===== src/rtl/swt_pkg.sv =====
package swt_pkg;
  // One completed bit time and the qualified SYNC level seen during it.
  typedef struct packed {
    logic tick;
    logic sbit;
  } bit_evt_t;
endpackage


===== src/rtl/swt_bit_qual.sv =====
module swt_bit_qual
  import swt_pkg::*;
(
  input  logic     clk,
  input  logic     rst,
  input  logic     phi1,
  input  logic     phi2,
  input  logic     sync,
  output bit_evt_t evt
);
  logic p2_d;
  logic acc;
  logic armed;

  // A bit time closes on the falling edge of phi2 if phi1 came first.
  assign evt.tick = p2_d & ~phi2 & armed;
  assign evt.sbit = acc;

  always_ff @(posedge clk) begin
    if (rst) begin
      p2_d  <= 1'b0;
      acc   <= 1'b0;
      armed <= 1'b0;
    end else begin
      p2_d <= phi2;
      // SYNC must hold across every clock of the phi2 strobe.
      if (phi2 && !p2_d)
        acc <= sync;
      else if (phi2)
        acc <= acc & sync;
      if (phi1)
        armed <= 1'b1;
      else if (evt.tick)
        armed <= 1'b0;
    end
  end
endmodule


===== src/rtl/swt_long_sync.sv =====
module swt_long_sync
  import swt_pkg::*;
#(
  parameter int SYNC_BITS = 10
) (
  input  logic     clk,
  input  logic     rst,
  input  bit_evt_t evt,
  output logic     rst_now,
  output logic     chip_rst
);
  localparam int HI_MAX = SYNC_BITS + 1;
  localparam int HI_W   = $clog2(HI_MAX + 1);

  logic [HI_W-1:0] hi_cnt;
  logic [HI_W-1:0] hi_nxt;

  // Saturating run length of high SYNC bit times.
  always_comb begin
    if (!evt.sbit)
      hi_nxt = '0;
    else if (hi_cnt == HI_W'(HI_MAX))
      hi_nxt = hi_cnt;
    else
      hi_nxt = hi_cnt + 1'b1;
  end

  assign rst_now = evt.tick & evt.sbit & (hi_nxt == HI_W'(HI_MAX));

  always_ff @(posedge clk) begin
    if (rst) begin
      hi_cnt   <= '0;
      chip_rst <= 1'b0;
    end else if (evt.tick) begin
      hi_cnt   <= hi_nxt;
      chip_rst <= rst_now;
    end
  end
endmodule


===== src/rtl/swt_word_ctr.sv =====
module swt_word_ctr
  import swt_pkg::*;
#(
  parameter int WORD_BITS = 56,
  parameter int IDX_W     = $clog2(WORD_BITS)
) (
  input  logic             clk,
  input  logic             rst,
  input  bit_evt_t         evt,
  input  logic             clear,
  input  logic             two_word,
  output logic [IDX_W-1:0] bit_idx,
  output logic             word_start,
  output logic             instr_valid,
  output logic             operand_word
);
  localparam logic [IDX_W-1:0] LAST = IDX_W'(WORD_BITS - 1);

  logic sbit_d;
  logic pending;
  logic rise;
  logic pend_nxt;

  assign rise     = evt.sbit & ~sbit_d;
  assign pend_nxt = pending | (two_word & instr_valid);

  always_ff @(posedge clk) begin
    if (rst) begin
      bit_idx      <= '0;
      word_start   <= 1'b0;
      instr_valid  <= 1'b0;
      operand_word <= 1'b0;
      pending      <= 1'b0;
      sbit_d       <= 1'b0;
    end else begin
      word_start <= 1'b0;
      if (!evt.tick) begin
        pending <= pend_nxt;
      end else begin
        sbit_d <= evt.sbit;
        if (clear) begin
          bit_idx      <= '0;
          instr_valid  <= 1'b0;
          operand_word <= 1'b0;
          pending      <= 1'b0;
        end else if (rise) begin
          // SYNC is authoritative: realign wherever the count stood.
          bit_idx      <= '0;
          word_start   <= 1'b1;
          instr_valid  <= 1'b1;
          operand_word <= 1'b0;
          pending      <= 1'b0;
        end else if (bit_idx == LAST) begin
          // Word boundary without SYNC: coast into an operand word.
          bit_idx      <= '0;
          word_start   <= 1'b1;
          instr_valid  <= 1'b0;
          operand_word <= pend_nxt;
          pending      <= 1'b0;
        end else begin
          bit_idx <= bit_idx + 1'b1;
          pending <= pend_nxt;
        end
      end
    end
  end
endmodule


===== src/rtl/sbus_word_timer.sv =====
module sbus_word_timer
  import swt_pkg::*;
#(
  parameter int WORD_BITS = 56,
  parameter int SYNC_BITS = 10,
  parameter int IDX_W     = $clog2(WORD_BITS)
) (
  input  logic             clk,
  input  logic             rst,
  input  logic             phi1,
  input  logic             phi2,
  input  logic             sync,
  input  logic             two_word,
  input  logic             bank_wr,
  input  logic             bank_din,
  output logic [IDX_W-1:0] bit_idx,
  output logic             word_start,
  output logic             instr_valid,
  output logic             operand_word,
  output logic             chip_rst,
  output logic             bank
);
  bit_evt_t evt;
  logic     rst_now;
  logic     clear;

  swt_bit_qual u_qual (
    .clk  (clk),
    .rst  (rst),
    .phi1 (phi1),
    .phi2 (phi2),
    .sync (sync),
    .evt  (evt)
  );

  swt_long_sync #(.SYNC_BITS(SYNC_BITS)) u_long (
    .clk      (clk),
    .rst      (rst),
    .evt      (evt),
    .rst_now  (rst_now),
    .chip_rst (chip_rst)
  );

  assign clear = rst_now | chip_rst;

  swt_word_ctr #(.WORD_BITS(WORD_BITS), .IDX_W(IDX_W)) u_ctr (
    .clk          (clk),
    .rst          (rst),
    .evt          (evt),
    .clear        (clear),
    .two_word     (two_word),
    .bit_idx      (bit_idx),
    .word_start   (word_start),
    .instr_valid  (instr_valid),
    .operand_word (operand_word)
  );

  // Bank select: inferred reset wins over a core write.
  always_ff @(posedge clk) begin
    if (rst || clear)
      bank <= 1'b0;
    else if (bank_wr)
      bank <= bank_din;
  end
endmodule


===== config.mk =====
export PLATFORM = sky130hd
export DESIGN_NAME = sbus_word_timer
export DESIGN_NICKNAME = d
export VERILOG_FILES = /design/src/rtl/swt_pkg.sv /design/src/rtl/swt_bit_qual.sv /design/src/rtl/swt_long_sync.sv /design/src/rtl/swt_word_ctr.sv /design/src/rtl/sbus_word_timer.sv
export SDC_FILE = /design/constraint.sdc
export NUM_CORES = 1
export LEC_CHECK = 0
export ABC_AREA = 1
export ABC_CLOCK_PERIOD_IN_PS = 1750
export BUFFER_PORTS_ARGS = -buffer_cell sky130_fd_sc_hd__buf_2
export CAP_MARGIN = 20
export CORE_MARGIN = 1.5
export CORE_UTILIZATION = 52
export CTS_CLUSTER_DIAMETER = 150
export DETAILED_ROUTE_END_ITERATION = 7
export PLACE_DENSITY_LB_ADDON = 0.25
export SLEW_MARGIN = 20
export SYNTH_ARGS = -nofsm -noshare
export SYNTH_HDL_FRONTEND = slang
export SYNTH_SLANG_ARGS = --single-unit

===== constraint.sdc =====
create_clock -name clk -period 1.75 [get_ports clk]
set_clock_uncertainty 0.05 [all_clocks]
set_input_delay 0.175 -clock clk [delete_from_list [all_inputs] [get_ports clk]]
set_output_delay 0.175 -clock clk [all_outputs]
set_load 0.03 [all_outputs]

== Yosys cells after proc, flatten, opt, wreduce, memory -nomap -nowiden ==
Index checks and enable logic that the tools add are counted.

* Register bits after elaboration: 20
* Input bits: 8
* Output and inout port bits: 11
* Logic and storage cells: 58

* $add $sub $neg: 2
* Eq/ne operators: 3
* Mux-type cells: 21
* Bitwise logic cells: 12
* Reduce and logical (&&, ||, !) cells: 8

{| class="wikitable"
|+ Operators by type and width
! operator !! number
|-
| $mux 6 || 3
|-
| $mux 1 || 16
|-
| $eq 4x4->1 const B || 2
|-
| $mux 4 || 2
|-
| $and 1x1->1 || 7
|-
| $add 6x1->6 const B || 1
|-
| $eq 6x6->1 const B || 1
|-
| $add 4x1->4 const B || 1
|-
| $reduce_bool 2->1 || 2
|-
| $not 1->1 || 3
|-
| $reduce_bool 3->1 || 1
|-
| $reduce_or 3->1 || 1
|-
| $or 1x1->1 || 2
|-
| $reduce_and 2->1 || 1
|-
| $logic_and 1x1->1 || 1
|-
| $logic_not 1->1 || 1
|-
| $logic_or 1x1->1 || 1
|}

== Longest topological paths before layout ==
Gate-level depths: netlist (run 1).

* Depth after elaboration: 8
* Depth in mapped cells: 12
* Gate-level depth less buffers: 12

== Cells and area by module ==
A second synthesis (run 1) with hierarchy kept.

* Cell total of the unflattened synthesis: 143
* Area total of the unflattened synthesis: 987.2 µm²

{| class="wikitable"
|+ By module, submodules not included
! module !! instances !! cells each !! area each (µm²) !! sequential area each (µm²)
|-
| swt_word_ctr || 1 || 70 || 508.0 || 220.2
|-
| swt_long_sync || 1 || 43 || 282.8 || 100.1
|-
| swt_bit_qual || 1 || 18 || 132.6 || 60.1
|-
| sbus_word_timer || 1 || 12 || 63.8 || 20.0
|}

== Worst setup path after synthesis (run 1) ==
OpenSTA, ideal clock, no wires.

* Path type: reg2reg
* Start point: reg u_ctr.bit_idx[0]
* End point: reg u_ctr.pending
* Library setup time: 0.117 ns
* Data arrival time: 1.333 ns
* Data required time: 1.583 ns
* Path slack: 0.250 ns
* Stages on the path, launching flop included: 9
* Path buffers: 0
* Clock period less this slack: 1.500 ns
* Cell sequence: dfxtp_1 > ha_1 > nand2_1 > inv_1 > a41oi_1 > nand3_2 > nand2_2 > nand2_4 > nor2_1

* Word-level cells in the longest chain between the ends: 5

{| class="wikitable"
|+ RTL lines
! element !! RTL line !! RTL
|-
| from (decl) || swt_word_ctr.sv:12 || <nowiki>output logic [IDX_W-1:0] bit_idx,</nowiki>
|-
| from (signal assigned) || swt_word_ctr.sv:61 || <nowiki>bit_idx <= bit_idx + 1'b1;</nowiki>
|-
| $eq 6x6->1 || swt_word_ctr.sv:53 || <nowiki>end else if (bit_idx == LAST) begin</nowiki>
|-
| $mux 1 || swt_word_ctr.sv:53 ||
|-
| $mux 1 || swt_word_ctr.sv:46 || <nowiki>end else if (rise) begin</nowiki>
|-
| $mux 1 || swt_word_ctr.sv:41 || <nowiki>if (clear) begin</nowiki>
|-
| $mux 1 || swt_word_ctr.sv:37 || <nowiki>if (!evt.tick) begin</nowiki>
|-
| to (signal assigned) || swt_word_ctr.sv:38 || <nowiki>pending <= pend_nxt;</nowiki>
|-
| to (signal assigned) || swt_word_ctr.sv:62 || <nowiki>pending <= pend_nxt;</nowiki>
|-
| to (decl) || swt_word_ctr.sv:20 || <nowiki>logic pending;</nowiki>
|}

No other way between the ends.
A chain may end at the register's enable or synchronous reset.

== Worst setup path in the final report (run 1) ==
* Start point: reg u_long.hi_cnt[0]
* End point: reg u_ctr.bit_idx[5]

* Word-level cells in the longest chain between the ends: 7
* Elaborated cells on any way between the ends: 8
* Those cells by class: add/sub: 1; eq/ne: 2; mux: 3; bitwise: 2

{| class="wikitable"
|+ RTL lines
! element !! RTL line !! RTL
|-
| from (decl) || swt_long_sync.sv:15 || <nowiki>logic [HI_W-1:0] hi_cnt;</nowiki>
|-
| from (signal assigned) || swt_long_sync.sv:35 || <nowiki>hi_cnt <= hi_nxt;</nowiki>
|-
| $add 4x1->4 or $eq 4x4->1 (tied branches) || swt_long_sync.sv:25, swt_long_sync.sv:22 ||
|-
| $mux 4 * || swt_long_sync.sv:22 || <nowiki>else if (hi_cnt == HI_W'(HI_MAX))</nowiki>
|-
| $mux 4 * || swt_long_sync.sv:20 || <nowiki>if (!evt.sbit)</nowiki>
|-
| $eq 4x4->1 * || swt_long_sync.sv:28 || <nowiki>assign rst_now = evt.tick & evt.sbit & (hi_nxt == HI_W'(HI_MAX));</nowiki>
|-
| $and 1x1->1 * || swt_long_sync.sv:28 ||
|-
| $or 1x1->1 * || sbus_word_timer.sv:44 || <nowiki>assign clear = rst_now | chip_rst;</nowiki>
|-
| $mux 6 * || swt_word_ctr.sv:41 ||
|}

Every way passes the cells marked *; elsewhere a longest branch is shown, timed or not.

==> metrics.txt, run 1 <==
outcome=completed; Sink Count=20; Int Power=around 620 uW; period utilization=91.0%; vias per cell=5.06; worst r2r dst=u_ctr.bit_idx[5]; Mapped Nets=134; setup slack, reg-to-reg=between 0.15 and 0.2 ns; Core Area=approximately 0.0017 sq mm; CTS Buf Count=3; Synth Cell Area=938 sq um; total grt overflow=0; port bufs=18; peak supply drop=around 0.57 mV; hold_sp=phi1; leak pwr=approximately 0.00050 uW; initial core utilization=54.9%; critical-path maximum fanout=6; Clock Latency Late Sink=0.29 ns; relative slew slack=78.0%; fin crit period=between 1.5 and 2 ns; Worst-Margin Slew=0.328 ns; Die Y=between 40 and 50 um; Die W=45.5 um; Seq pwr share=58.8%; initial antenna violation count=0; Avg WL per Cell=between 10 and 15 um; PwrDens=725 mW/mm^2; hold_buf cts=0; die area=0.00207 sq mm; Synth-to-Final Area Change=18.5%; max-cap violations=0; vias in the first global route=748; Iteration-0 DRC Markers=13; H-tree levels=1; drc violations=0; pin count of the biggest net entering global routing=12; sw frac=23.6%; DRT antenna net count=0; first-pass GRT wire length=3.02 mm; final net count=156; reg2reg path depth=12; Endpoint, Worst Hold=u_qual.armed; Hold WC Path Type=input port to register; via count=861; Gate power share=8.3%; Worst EP arrival=1.74 ns; top cell type by total area after synthesis=dfxtp_1; Placer Congestion=0.809; Final Hold Fails=0; I/O pin count=19; total track usage=approximately a fifth; CTS root buf=clkbuf_4; sequential share of the synthesized area=~43%; Max Freq=0.628 GHz; n_diodes=0; Psw=191 uW; drt pass-1 iters=4; Post-Synthesis Cells=124; Crit. End Element=register; CTS clk-pin slew, worst paths=around 0.12 ns; final setup violation count=0; setup TNS=0 ns; syn_area_per_cell=between 7 and 8 sq um; share of layout cells above drive strength 1=26.9%; CP startpoint kind=register; RSZ-0062 raised after global routing=false; DP Cell Count=166; distinct cell type count of the synthesized netlist=26; Worst Hold Depth=3; Slew Viols, Final=0; Post-DP HPWL=1.42 mm; Total Wirelength=roughly 1.9 mm; Syn. warnings=0; worst r2r src=u_long.hi_cnt[0]; critical path data required time=1.90 ns; CTS tree=built; #FFs+latches synth=20; Clock Path Buffers=2; critical path type=register to register; clock share of power=33.0%; FP Rows=15; synth top area cells=dfxtp_1 (43%), nand2_1 (7.2%), a21oi_1 (5.9%); Cell Count, Final, Fillers Out=170; share of the synthesized area in the top cell type=42.7%
-- metal layers --
metal,global-route usage (%),routed length [um]
met1,22.8,826
met2,38.3,1020
met3,3.57,64
met4,7.06,13
met5,0,0
-- how the worst max path moves through the flow --
| stage | from | endpoint | cells past startpoint |
|---|---|---|---|
| floorplan | u_ctr.bit_idx[0] | u_ctr.pending | 8 |
| global placement | u_long.hi_cnt[0] | u_ctr.bit_idx[5] | 12 |
| detailed placement | u_long.hi_cnt[0] | u_ctr.bit_idx[5] | 12 |
| CTS | u_long.hi_cnt[0] | u_ctr.bit_idx[5] | 12 |
| global route | u_long.hi_cnt[0] | u_ctr.bit_idx[5] | 12 |
| finish | u_long.hi_cnt[0] | u_ctr.bit_idx[5] | 12 |
-- layout by cell type (no fill, tap or decap) --
master,instances
xor2_1,2
nand2_2,2
nor4_1,1
dfxtp_4,1
ha_4,1
a41oi_1,1
inv_2,3
dfxtp_2,1
nor3_1,3
nand3_2,3
dfxtp_1,18
nor2_1,13
o21ai_0,6
ha_1,1
nand4_1,4
buf_4,2
nand3_1,11
clkbuf_8,1
a21oi_2,1
inv_1,13
mux2i_1,1
clkbuf_4,3
clkinv_1,1
o211a_1,1
xnor2_1,1
or2_2,2
a21oi_1,11
buf_2,18
nand2_4,1
nand2_1,18
-- worst max-delay path, stage by stage (launching register included) --
cell and delay [ns]:
dfxtp_4 0.40, ha_4 0.17, inv_1 0.04, nand2_1 0.05, nand2_1 0.06, nand3_1 0.09, nand2_1 0.06, nor2_1 0.13
nand2_2 0.10, nand3_2 0.10, nand2_2 0.08, nand2_4 0.10, nor2_1 0.06
-- final cells by class --
| type | count | area (sq um) |
|---|---|---|
| Fill cell | 167 | 596 |
| Sequential cell | 20 | 405 |
| Clock buffer | 4 | 36.3 |
| Tap cell | 25 | 31.3 |
| Timing Repair Buffer | 20 | 105 |
| Inverter | 17 | 63.8 |
| Multi-Input combinational cell | 84 | 470 |
-- cell families (layout without fill, tap and decap cells) --
family / after synthesis / count (layout) / synth area share [%]
simple gates: 58 / 58 / 30.3
compound gates: 20 / 20 / 12.0
flops: 20 / 20 / 42.7
buf+inv: 20 / 41 / 8.53
xor+xnor: 3 / 3 / 2.80
fa+ha+maj: 2 / 2 / 2.67
mux: 1 / 1 / 1.07
-- flip-flops by register name, summed over array words and instances (netlist names) --
register / flops
u_long.chip_rst: 1
u_ctr.operand_word: 1
u_ctr.sbit_d: 1
u_qual.armed: 1
u_qual.acc: 1
bank: 1
u_long.hi_cnt: 4
u_ctr.instr_valid: 1
u_qual.p2_d: 1
u_ctr.word_start: 1
u_ctr.pending: 1
u_ctr.bit_idx: 6
-- power groups by stage --
stage	registers [uW]	logic, uW	clock network, uW
6_report	474	66.6	266
5_1_grt	475	75.4	285
4_1_cts	475	66.9	270
3_5_place_dp	485	66.4	0
3_3_place_gp	485	65.0	0
2_1_floorplan	491	38.4	0
-- repair_timing --
action,in CTS,in global routing
endpoints found under the setup margin,1,10
cloned,0,0
buffers inserted,0,0
hold endpoints to repair,0,0
resized for setup,1,4
-- synth_stat cells (all sizes together) --
library cell	instances
o21ai	6
xnor2	1
o211a	1
a21oi	12
a41oi	1
nand3	14
clkbuf	1
or2	2
mux2i	1
nand4	4
nor2	13
inv	16
buf	2
ha	2
clkinv	1
dfxtp	20
nor4	1
xor2	2
nor3	3
nand2	21
-- per-stage QoR --
stage	total power, uW	util, %	setup WS [ns]	instance area [sq um]	hold slack (ns)
final	807	65.1	0.157	1110	0.0327
after global routing	836	65.1	0.0170	1110	0.0431
after CTS	811	64.2	0.0272	1100	0.0317
after detailed placement	551	62.0	0.0213	1060	0.341
after global placement	550	62.0	0.119	1060	0.334
after floorplan	529	-	0.250	938	0.242
Power figures use the tool's default switching activity.
==> run 2, diff against run 1 <==
--- a/config.mk
+++ b/config.mk
@@ -7,7 +7,7 @@
 export LEC_CHECK = 0
 export ABC_AREA = 1
 export ABC_CLOCK_PERIOD_IN_PS = 1750
-export BUFFER_PORTS_ARGS = -buffer_cell sky130_fd_sc_hd__buf_2
+export BUFFER_PORTS_ARGS = -buffer_cell sky130_fd_sc_hd__buf_4
 export CAP_MARGIN = 20
 export CORE_MARGIN = 1.5
 export CORE_UTILIZATION = 52
==> run 2 against run 1 <==
Against the previous run:
- die area did not move
- cell area rose by 4.4%
- hold slack improved by 0.00069 ns
- register-to-register slack barely moved
- setup slack improved by 0.0010 ns
==> metrics.txt, run 2 (synthesis results as in run 1) <==
final net count=156; postcts setup bufs=0; PwrDens=796 mW/mm^2; Crit. End Element=register; commonest non-fill, non-tap cells in the layout=buf_4 (20), nand2_1 (18), dfxtp_1 (18); setup slack, reg-to-reg=0.16 ns; Max Freq=approximately 0.63 GHz; Clock Path Buffers=2; pin count of the biggest net entering global routing=13; most used cell, CP=nand2_1; CTS clk-pin slew, worst paths=0.12 ns; final setup violation count=0; period utilization=90.9%; Clock Latency Late Sink=0.30 ns; vias per cell=5.16; Core Area=0.00171 sq mm; GRT met1 Usage=23.1%; Synth-to-Final Area Change=23.7%; CTS Buf Count=3; max-cap violations=0; first-pass GRT wire length=roughly 2.9 mm; FP Rows=15; CP startpoint kind=register; Final Hold Fails=0; Reg with most FFs=u_ctr.bit_idx; RSZ-0062 raised after global routing=false; GR Util met2=34.1%; Sink Count=20; peak supply drop=slightly above 0.5 mV; Worst-Margin Slew=0.328 ns; leak pwr=a little over 0.0005 uW; CP max stage delay=about 0.39 ns; share of layout cells above drive strength 1=a little over a quarter; Slew Viols, Final=0; n_diodes=0; setup TNS=0 ns; max reg flops=6; Placer Congestion=0.835; Cell Count, Final, Fillers Out=170; Placed Instance Area=0.00110 sq mm; die area=just over 0.002 sq mm; worst hold slack=about 0.033 ns; via count=878; critical-path cell list=ha_2, inv_1, nand2_1, nand2_1, nand3_1, nand2_1, nor2_1, nand2_2, nand3_2, nand2_2, nand2_4, nor2_1; relative slew slack=slightly below 80%; critical path type=register to register; drc violations=0; initial core utilization=54.9%; Total Wirelength=1.88 mm; Die W=roughly 45 um; CTS tree=built; vias in the first global route=730; CTS resizes=0; drt pass-1 iters=4; Top Usage Layer GRT=met2; Iteration-0 DRC Markers=9; port bufs=18; biggest regs=u_ctr.bit_idx (6), u_long.hi_cnt (4); H-tree levels=1; I/O pin count=19; critical-path maximum fanout=6; CTS root buf=clkbuf_4; total grt overflow=0; outcome=completed; DRT antenna net count=0; hold_buf cts=0; Avg WL per Cell=11.1 um; Worst EP arrival=about 1.7 ns; critical path data required time=1.90 ns; Post-DP HPWL=1.48 mm; Hold WC Path Type=input port to register; total track usage=19.6%; GR Util met3=3.57%; fin crit period=1.59 ns; design area=0.00116 sq mm; Crit-path slowest cell=dfxtp_2; initial antenna violation count=0; Die Y=45.5 um; DP Cell Count=roughly 170; most common cell after layout, fill and taps aside=buf_4
==> run 2: through the flow <==
step	total power (uW)	util (%)	setup WS (ns)
floorplan	529	-	0.250
global placement	557	64.6	0.124
detailed placement	559	64.6	0.0759
CTS	935	67.7	0.0580
global route	958	68.0	0.0253
finish	925	68.0	0.159
==> run 2: critical path, delay by kind of cell, from the launching register on <==
family / cells / cell delay (ns)
fa+ha+maj: 1 / 0.23
simple gates: 10 / 0.76
buf+inv: 1 / 0.05
flops: 1 / 0.39
==> run 2: area by class of cell <==
| cell class | instances | area (sq um) |
|---|---|---|
| well taps | 25 | 31.3 |
| inverters | 17 | 63.8 |
| multi-input cells | 84 | 460 |
| fillers | 148 | 547 |
| flip-flops and latches | 20 | 403 |
| clock buffers | 3 | 22.5 |
| clock inverters | 1 | 30.0 |
| repair buffers | 20 | 150 |
==> run 2: final timing paths <==
| path | end | from | cells past startpoint |
|---|---|---|---|
| max | u_ctr.pending | u_long.hi_cnt[0] | 12 |
| min reg2reg | u_ctr.sbit_d | u_ctr.sbit_d | 2 |
| max reg2reg | u_ctr.pending | u_long.hi_cnt[0] | 12 |
| min | u_ctr.sbit_d | rst | 2 |
==> run 2: routing by layer <==
metal	part of all wire (%)	routed length (um)
met1	43	815
met5	0	0
met4	2.5	47
met3	2.7	50
met2	51	968
==> run 2: where the power goes <==
group	switching, uW	internal, uW	total, uW	leakage, uW
Clock	144	231	376	0.0000279
Sequential	9.84	466	476	0.000163
Combinational	41.8	31.1	72.9	0.000319
Total	196	728	925	0.000510
==> run 3, diff against run 2 <==
--- a/config.mk
+++ b/config.mk
@@ -9,8 +9,10 @@
 export ABC_CLOCK_PERIOD_IN_PS = 1750
 export BUFFER_PORTS_ARGS = -buffer_cell sky130_fd_sc_hd__buf_4
 export CAP_MARGIN = 20
+export CELL_PAD_IN_SITES_DETAIL_PLACEMENT = 0
+export CELL_PAD_IN_SITES_GLOBAL_PLACEMENT = 1
 export CORE_MARGIN = 1.5
-export CORE_UTILIZATION = 52
+export CORE_UTILIZATION = 37
 export CTS_CLUSTER_DIAMETER = 150
 export DETAILED_ROUTE_END_ITERATION = 7
 export PLACE_DENSITY_LB_ADDON = 0.25
==> run 3 against run 2 <==
Against the previous run:
- non-clock buffer count up 3
- largest cell class unchanged
- critical path depth stayed put
- sequential share of layout area decreased by 1.1 points
- power increased by 1.1%
- maximum frequency about the same
- cell area increased by 2.8%
- clock power is 2% higher
- global-route usage is 4.2 points lower
- register-to-register slack hardly changed
- highest routed layer is now met3
- setup slack worse by 0.0011 ns
- first-iteration DRC count up 44%
==> metrics.txt, run 3 (synthesis results as in run 1) <==
H-tree levels=1; Sink Count=20; Hold WC Path Type=input port to register; port bufs=18; Crit-path slowest cell=dfxtp_1; max reg flops=6; period utilization=~91%; CTS clk-pin slew, worst paths=0.12 ns; I/O pin count=19; Die Y=53.4 um; PwrDens=783 mW/mm^2; family with the most delay on the worst path=simple AND/OR/NAND/NOR gates; fin crit period=1.59 ns; Worst EP arrival=1.75 ns; CTS Buf Count=3; total track usage=15.4%; metal1 wirelength=1.03 mm; DP Cell Count=173; share of layout cells above drive strength 1=between 20% and 30%; reg2reg path depth=12; met2 WL post-DR=868 um; most common cell after layout, fill and taps aside=buf_4; postcts setup bufs=0; drc violations=0; Reg with most FFs=u_ctr.bit_idx; Die W=~53 um; commonest non-fill, non-tap cells in the layout=buf_4 (22), dfxtp_1 (19), nand2_1 (17); critical path data required time=1.91 ns; CP Launch Point=u_long.hi_cnt[0]; Synth-to-Final Area Change=27.2%; Cell Count, Final, Fillers Out=between 150 and 200; initial core utilization=38.6%; CTS root buf=clkbuf_4; Final Hold Fails=0; Avg WL per Cell=roughly 11 um; Core Area=approximately 0.0024 sq mm; critical-path maximum fanout=5; relative slew slack=78.5%; drt pass-1 iters=4; final net count=159; RSZ-0062 raised after global routing=false; CP max stage delay=0.37 ns; biggest regs=u_ctr.bit_idx (6), u_long.hi_cnt (4); most used cell, CP=nand2_1; peak supply drop=0.626 mV; WL met3=89 um; Iteration-0 DRC Markers=13; worst slack, placed=0.0989 ns; n_diodes=0; DRT antenna net count=0; Post-DP HPWL=1.52 mm; Worst-Margin Slew=roughly 0.32 ns; outcome=completed; CP startpoint kind=register; pin count of the biggest net entering global routing=13; leak pwr=0.000524 uW; first-pass GRT wire length=3.09 mm; max-cap violations=0; setup ws final=roughly 0.16 ns; via count=849; highest routed layer=met3; Clock Latency Late Sink=0.31 ns; final setup violation count=0; initial antenna violation count=0; worst r2r src=u_long.hi_cnt[0]; critical-path cell list=ha_2, inv_1, nand2_1, nand2_1, nand3_1, nand2_1, nor2_1, nand2_2, nand3_2, nand2_2, nand2_4, nor2_1; Placer Congestion=between 0.7 and 0.8; vias per cell=4.77; Worst Hold Depth=3; setup TNS=0 ns; die area=0.00285 sq mm; CTS tree=built; Worst path depth=12; FP Rows=18; hold_sp=phi2; Total Wirelength=1.99 mm; Max Freq=0.628 GHz; Slew Viols, Final=0; total grt overflow=0; vias in the first global route=666; critical path type=register to register; Buf/Inv on CP=1; Crit. End Element=register; Clock Path Buffers=2
run 3: cell count changes in the layout (fill, tap and decap cells not counted):
cell	delta
buf_4	+2
dfxtp_1	+1
dfxtp_2	-1
dlygate4sd3_1	+1
nand2_1	-1
nand2_2	+1
run 3: final timing paths:
check                        to  slack (ns)
setup / recovery  u_ctr.pending        0.16
hold / removal      u_qual.p2_d        0.02
setup reg to reg  u_ctr.pending        0.16
hold reg to reg    u_ctr.sbit_d        0.42
run 3: repair_timing:
action / 4_1_cts / 5_1_grt
gates resized for setup: 0 / 3
hold endpoints to repair: 0 / 1
endpoints found under the setup margin: 0 / 9
hold buffers: 0 / 1
run 3: tightest hold or removal path, stage by stage:
cell    delay [ns]
buf_4         0.08
inv_2         0.04
nor2_1        0.06
run 3: layout make-up:
| class | instances | area (sq um) |
|---|---|---|
| fillers | 243 | 1240 |
| multi-input cells | 84 | 463 |
| well taps | 30 | 37.5 |
| inverters | 17 | 63.8 |
| repair buffers | 23 | 175 |
| flip-flops and latches | 20 | 402 |
| clock inverters | 1 | 30.0 |
| clock buffers | 3 | 22.5 |
run 3: power by group:
group          leakage (uW)  switching [uW]  total, uW  internal [uW]
clock             0.0000279             153        385            232
sequential         0.000163            9.31        475            466
combinational      0.000334            41.4       74.2           32.9
run 3: routing by layer:
layer	GRT usage, %	up-vias
met5	0	-
met4	2.56	0
met3	5.93	0
met2	22.0	17
met1	21.9	371
li1	-	461
run 3: metrics by stage:
step | util [%] | hold slack [ns] | area (sq um) | power (uW)
after floorplan | - | 0.242 | 938 | 529
final | 49.1 | 0.0210 | 1190 | 934
after global routing | 49.1 | 0.00992 | 1190 | 979
after CTS | 48.4 | 0.00153 | 1180 | 946
after detailed placement | 46.2 | 0.341 | 1120 | 558
after global placement | 46.2 | 0.332 | 1120 | 558
